<file path="config.mk">
export PLATFORM = sky130hd
export DESIGN_NAME = dmahs_ctrl
export DESIGN_NICKNAME = d
export VERILOG_FILES = /design/src/rtl/dmahs_pkg.sv /design/src/rtl/dmahs_rst_sync.sv /design/src/rtl/dmahs_req_decode.sv /design/src/rtl/dmahs_grant_timer.sv /design/src/rtl/dmahs_pin_mux.sv /design/src/rtl/dmahs_ctrl.sv
export SDC_FILE = /design/constraint.sdc
export NUM_CORES = 1
export LEC_CHECK = 0
export ABC_AREA = 0
export BUFFER_PORTS_ARGS = -buffer_cell sky130_fd_sc_hd__clkbuf_2
export CORE_AREA = 2 2 39 41
export CTS_BUF_LIST = sky130_fd_sc_hd__clkbuf_16
export CTS_CLUSTER_SIZE = 25
export DETAILED_ROUTE_END_ITERATION = 12
export DIE_AREA = 0 0 41 43
export PLACE_DENSITY_LB_ADDON = 0.25
export SLEW_MARGIN = 40
export SYNTH_ARGS = -nofsm -noshare
export SYNTH_HDL_FRONTEND = slang
export SYNTH_SLANG_ARGS = --single-unit
</file>
<file path="constraint.sdc">
create_clock -name clk -period 0.9 [get_ports clk]
set_input_delay 0.18 -clock clk [delete_from_list [all_inputs] [get_ports clk]]
set_output_delay 0.18 -clock clk [all_outputs]
set_load 0.1 [all_outputs]
</file>
<file path="src/rtl/dmahs_pkg.sv">
package dmahs_pkg;
  typedef enum logic [1:0] {
    ST_IDLE  = 2'd0,
    ST_GRANT = 2'd1,
    ST_STB   = 2'd2
  } hs_state_e;
endpackage

</file>
<file path="src/rtl/dmahs_rst_sync.sv">
module dmahs_rst_sync #(
  parameter int STAGES = 2
) (
  input  logic clk,
  input  logic rst_n,
  output logic rst_sn
);
  logic [STAGES-1:0] sync_q;

  always_ff @(posedge clk or negedge rst_n) begin
    if (!rst_n) sync_q <= '0;
    else        sync_q <= {sync_q[STAGES-2:0], 1'b1};
  end

  assign rst_sn = sync_q[STAGES-1];
endmodule

</file>
<file path="src/rtl/dmahs_req_decode.sv">
module dmahs_req_decode #(
  parameter int CHAN_W       = 3,
  parameter int DIRECT_CHAN  = 2,
  parameter int LEGACY_CHANS = 2
) (
  input  logic              hs_mode,
  input  logic              rel_req,
  input  logic              xfer_req,
  input  logic [CHAN_W-1:0] req_chan,
  output logic              accept,
  output logic              grant_req,
  output logic [CHAN_W-1:0] chan
);
  localparam logic [CHAN_W-1:0] DIRECT_C = CHAN_W'(DIRECT_CHAN);
  localparam logic [CHAN_W-1:0] LEGACY_C = CHAN_W'(LEGACY_CHANS);

  logic direct;
  logic legal;

  always_comb begin
    direct    = hs_mode && rel_req && xfer_req;
    legal     = hs_mode || (req_chan < LEGACY_C);
    chan      = direct ? DIRECT_C : req_chan;
    accept    = xfer_req && legal;
    grant_req = hs_mode && rel_req && !xfer_req;
  end
endmodule

</file>
<file path="src/rtl/dmahs_grant_timer.sv">
module dmahs_grant_timer #(
  parameter int GRANT_DELAY = 2
) (
  input  logic clk,
  input  logic rst_n,
  input  logic run,
  output logic window,
  output logic ready
);
  localparam int CNT_W = $clog2(GRANT_DELAY + 2);
  localparam logic [CNT_W-1:0] DLY = CNT_W'(GRANT_DELAY);
  localparam logic [CNT_W-1:0] TOP = CNT_W'(GRANT_DELAY + 1);

  logic [CNT_W-1:0] cnt_q, cnt_d;
  logic             cnt_en;

  always_comb begin
    cnt_en = 1'b0;
    cnt_d  = cnt_q;
    if (!run) begin
      cnt_en = (cnt_q != '0);
      cnt_d  = '0;
    end else if (cnt_q != TOP) begin
      cnt_en = 1'b1;
      cnt_d  = cnt_q + 1'b1;
    end
  end

  always_ff @(posedge clk or negedge rst_n) begin
    if (!rst_n)      cnt_q <= '0;
    else if (cnt_en) cnt_q <= cnt_d;
  end

  assign window = run && (cnt_q == DLY);
  assign ready  = run && (cnt_q >= DLY);
endmodule

</file>
<file path="src/rtl/dmahs_pin_mux.sv">
module dmahs_pin_mux #(
  parameter int CHAN_W = 3
) (
  input  logic              in_grant,
  input  logic              in_stb,
  input  logic              ready,
  input  logic [CHAN_W-1:0] chan,
  output logic              bus_avail,
  output logic              bus_free,
  output logic              stb,
  output logic [CHAN_W-2:0] chan_id
);
  always_comb begin
    stb       = in_stb;
    bus_avail = in_stb ? chan[CHAN_W-1] : in_grant;
    chan_id   = in_stb ? chan[CHAN_W-2:0] : '0;
    bus_free  = in_grant && ready;
  end
endmodule

</file>
<file path="src/rtl/dmahs_ctrl.sv">
module dmahs_ctrl
  import dmahs_pkg::*;
#(
  parameter int CHAN_W       = 3,
  parameter int GRANT_DELAY  = 2,
  parameter int DIRECT_CHAN  = 2,
  parameter int LEGACY_CHANS = 2
) (
  input  logic              clk,
  input  logic              rst_n,
  input  logic              hs_mode_i,
  input  logic              bus_rel_req_i,
  input  logic              xfer_req_i,
  input  logic [CHAN_W-1:0] req_chan_i,
  output logic              bus_avail_o,
  output logic              bus_free_o,
  output logic              reply_stb_o,
  output logic [CHAN_W-2:0] chan_id_o,
  output logic              desc_start_o
);
  logic              rst_sn;
  hs_state_e         state_q, state_d;
  logic [CHAN_W-1:0] chan_q, dec_chan;
  logic              chan_en;
  logic              desc_q, desc_d;
  logic              dec_accept, dec_grant;
  logic              win, rdy;
  logic              st_idle, st_grant, st_stb;

  dmahs_rst_sync #(.STAGES(2)) u_rst (
    .clk(clk), .rst_n(rst_n), .rst_sn(rst_sn)
  );

  dmahs_req_decode #(
    .CHAN_W(CHAN_W), .DIRECT_CHAN(DIRECT_CHAN), .LEGACY_CHANS(LEGACY_CHANS)
  ) u_dec (
    .hs_mode(hs_mode_i), .rel_req(bus_rel_req_i), .xfer_req(xfer_req_i),
    .req_chan(req_chan_i), .accept(dec_accept), .grant_req(dec_grant),
    .chan(dec_chan)
  );

  assign st_idle  = (state_q == ST_IDLE);
  assign st_grant = (state_q == ST_GRANT);
  assign st_stb   = (state_q == ST_STB);

  dmahs_grant_timer #(.GRANT_DELAY(GRANT_DELAY)) u_tmr (
    .clk(clk), .rst_n(rst_sn), .run(st_grant), .window(win), .ready(rdy)
  );

  // next-state logic
  always_comb begin
    state_d = state_q;
    chan_en = 1'b0;
    desc_d  = 1'b0;
    unique case (state_q)
      ST_IDLE: begin
        if (dec_accept) begin
          state_d = ST_STB;
          chan_en = 1'b1;
        end else if (dec_grant) begin
          state_d = ST_GRANT;
        end
      end
      ST_GRANT: begin
        if (!hs_mode_i || !bus_rel_req_i) state_d = ST_IDLE;
        else desc_d = win && xfer_req_i;
      end
      ST_STB:  state_d = ST_IDLE;
      default: state_d = ST_IDLE;
    endcase
  end

  // registers
  always_ff @(posedge clk or negedge rst_sn) begin
    if (!rst_sn) begin
      state_q <= ST_IDLE;
      desc_q  <= 1'b0;
    end else begin
      state_q <= state_d;
      desc_q  <= desc_d;
    end
  end

  always_ff @(posedge clk or negedge rst_sn) begin
    if (!rst_sn)      chan_q <= '0;
    else if (chan_en) chan_q <= dec_chan;
  end

  dmahs_pin_mux #(.CHAN_W(CHAN_W)) u_mux (
    .in_grant(st_grant), .in_stb(st_stb), .ready(rdy), .chan(chan_q),
    .bus_avail(bus_avail_o), .bus_free(bus_free_o), .stb(reply_stb_o),
    .chan_id(chan_id_o)
  );

  assign desc_start_o = desc_q;
endmodule

</file>
==> out/results.tsv <==
stage	metric	value	unit
status	status	finished, violations left	
status	violations	negative setup slack	
clock_network	clock-sinks	10	
logic_synthesis	netlist_instances	47	
global_routing	grt_pass1_vias	527	
logic_synthesis	synth-edff-count	0	
place	portBuffers	13	
logic_synthesis	ys_seq_area_frac	0.509	
worst_setup_path	arrival	1.19	ns
logic_synthesis	synth_area	492	um2
power_and_ir_drop	switchingPower	0.721	mW
logic_synthesis	synth_xor_area_frac	0	
power_and_ir_drop	total_leakage_power	0.505	nW
finish	fin_nets	97	
logic_synthesis	synth-simple-area-share	0.247	
logic_synthesis	synthTopCellsByArea	dfrtp_1 51%, ha_1 7.6%, mux2i_1 4.1%, nand2_1 3.8%, inv_1 3.1%	
worst_setup_path	crit_chain	buf_4, nand2b_4, nor2_4, buf_12	
power_and_ir_drop	p_seq_frac	0.271	
detailed_routing	drc_errors	0	
worst_setup_path	critPathTopFamily	flip-flops	
clock_network	htree_levels	1	
finish	stdcell_area	1030	um2
logic_synthesis	muxShareOfSynthArea	0.0712	
logic_synthesis	synth_top_family_by_area	simple AND/OR/NAND/NOR gates	
die	die_height	43	um
detailed_routing	met2_length	842	um
logic_synthesis	ys_types	21	
power_and_ir_drop	clkPwrFrac	0.348	
global_routing	grt-ovfl-total	0	
logic_synthesis	yosys.area_share.adder	0.0763	
timing	fin_crit	1.37	ns
power_and_ir_drop	combPwrFrac	0.382	
die	core	1380	um2
worst_setup_path	path_class	reg2out	
timing	setup_viol	14	
die	die_x	41	um
power_and_ir_drop	switching_share	0.319	
detailed_routing	antenna_left	0	
timing	rsz0062_at_grt	yes	
worst_setup_path	critPathMaxFanout	3	
worst_setup_path	required	0.72	ns
finish	n_antenna_cell	0	
clock_network	clkLatencyLatePin	0.23	ns
logic_synthesis	synth_ff_type	dfrtp_1	
detailed_routing	vias_per_cell	4.86	
logic_synthesis	synth.ff_latch_count	10	
detailed_routing	num_vias	491	
logic_synthesis	synthArstFlopShare	1.00	
die	rows	14	
logic_synthesis	synth_top_area_frac	0.509	
detailed_routing	drt-met1-wl	612	um
logic_synthesis	avgSynthCellArea	10.5	um2
timing	setup_ws	-0.472	ns
power_and_ir_drop	internal-power	1.54	mW
worst_setup_path	startpoint_type	flip-flop	
finish	drive_gt1_frac	0.694	
hold_path	hold_class	reg2async	
detailed_routing	drt_iter0_drc	2	
global_routing	grt_use_total	0.205	
place	pre_cts_ws	-0.335	ns
place	place_area	782	um2
worst_setup_path	crit_path_max_incr_delay	0.40	ns
global_routing	grt_first_pass_wirelength	2330	um
logic_synthesis	synth_top_cell_by_area	dfrtp_1	
timing	slew_violations	0	
power_and_ir_drop	peakVddDrop	2.00	mV
detailed_routing	highest_layer	met4	
logic_synthesis	synth-compound-area-share	0.0585	
logic_synthesis	synth_most_common_cell	dfrtp_1	
worst_setup_path	slowest_stage	dfrtp_2	
die	start_util	0.355	
run	maxCapViolations	0	
logic_synthesis	synthTopCellsByCount	10 x dfrtp_1, 5 x nand2_1, 4 x inv_1, 4 x nor2_1, 3 x ha_1	
timing	hold_violations	0	
worst_setup_path	end_kind	primary output	
place	place.gp.congestion	0.750	
clock_network	cts_root_buffer	clkbuf_16	
timing	fmax	729	MHz
finish	syn_to_final_growth	109	%
power_and_ir_drop	power_density	2200	nW/um2
timing	clock_skew	0.000366	ns
die	die-area	1760	um2
clock_network	cts_tree	built	
global_routing	grt_max_degree	9	
worst_setup_path	worst-path-buf-inv	2	
global_routing	antenna_found_initial	0	
detailed_routing	drt_first_pass_iters	3	
detailed_routing	routed_wl	1510	um
finish	fillers	90	
detailed_routing	wl_per_cell	15.0	um
place	hpwl	813	um
clock_network	cts_buffers	3	
detailed_routing	met3_length	47	um
logic_synthesis	yosysWarningCount	0	
die	io-pin-count	14	
logic_synthesis	synth_fp_nets	58	
clock_network	clk_pin_slew	0.04	ns
timing	fin_crit_sh	1.52	
clock_network	clockBufferDepth	2	
-- per-layer routing --
metal / GRT usage / vias to the layer above
met3: 0.0628 / 2
met1: 0.253 / 249
li1: - / 230
met2: 0.319 / 10
met5: 0 / -
met4: 0.0800 / 0
-- layout make-up --
cell class | instances | area (um2) | share of cell area
multi-input cells | 33 | 330 | 0.321
repair buffers | 34 | 330 | 0.321
flip-flops and latches | 10 | 254 | 0.247
clock inverters | 1 | 3.75 | 0.00365
clock buffers | 3 | 75.1 | 0.0730
well taps | 16 | 20.0 | 0.0195
inverters | 4 | 15.0 | 0.0146
-- flip-flops by register name, summed over array words and instances (netlist names) --
register and cells:
chan_q 3, state_q 2, u_rst.sync_q 2, u_tmr.cnt_q 2
desc_start_o 1
-- cell usage in the layout (no fill, tap or decap), types with 2 or more instances in the layout --
master / instances
and2_4: 2
buf_12: 6
buf_4: 16
buf_6: 4
clkbuf_16: 3
clkbuf_2: 7
dfrtp_1: 7
dfrtp_2: 3
inv_1: 2
inv_2: 2
nand2_1: 3
nor2_1: 2
nor2_4: 2
nor2b_4: 2
o21ai_1: 2
-- what timing repair did --
item | CTS | global route
resized for setup | 18 | 6
endpoints found under the hold margin | 2 | 0
endpoints found under the setup margin | 13 | 14
cloned | 0 | 0
setup buffers | 9 | 2
hold buffers | 1 | 0
pin swaps | 5 | 3
-- worst paths after layout --
check,end,depth (start not counted),start,slack [ns]
max reg2reg,u_tmr.cnt_q[1]$_DFFE_PN0P_,5,state_q[1]$_DFFE_PN0P_,-0.46
min reg2reg,state_q[1]$_DFFE_PN0P_,0,u_rst.sync_q[1]$_DFF_PN0_,0.14
min,state_q[1]$_DFFE_PN0P_,0,u_rst.sync_q[1]$_DFF_PN0_,0.14
max,bus_free_o,4,state_q[0]$_DFFE_PN0P_,-0.47
min in group clk,chan_q[0]$_DFFE_PN0P_,3,req_chan_i[0],0.17
max in group asynchronous,u_tmr.cnt_q[1]$_DFFE_PN0P_,0,u_rst.sync_q[1]$_DFF_PN0_,0.47
-- power by group through the flow --
stage / clock network [mW] / logic [mW] / registers [mW]
after floorplan: 0 / 0.371 / 0.580
after global placement: 0 / 0.599 / 0.595
after detailed placement: 0 / 0.610 / 0.599
after CTS: 0.790 / 0.765 / 0.592
after global routing: 0.825 / 0.926 / 0.624
final: 0.786 / 0.862 / 0.612
-- through the flow --
stage | power, mW | TNS (ns) | cells | hold WS (ns) | util
6_report | 2.26 | -5.09 | 101 | 0.144 | 0.743
4_1_cts | 2.15 | -4.64 | 100 | 0.147 | 0.718
2_1_floorplan | 0.951 | -3.66 | 47 | -0.116 | -
3_5_place_dp | 1.21 | -2.88 | 86 | -0.0318 | 0.565
3_3_place_gp | 1.19 | -2.68 | 86 | -0.0339 | 0.565
5_1_grt | 2.37 | -5.67 | 101 | 0.160 | 0.743
-- cell families after synthesis --
logic type      after synthesis
flops                        10
simple gates                 22
buf+inv                       4
other cells                   1
fa+ha+maj                     3
compound gates                4
mux                           3
-- worst reg2reg max path, stage by stage, from the launching register on --
cell and delay (ns):
dfrtp_1 0.40, buf_6 0.14, buf_6 0.11, and2b_2 0.24, mux2i_2 0.26, o21ai_1 0.09
No activity file was read; power rests on OpenSTA's default activity.
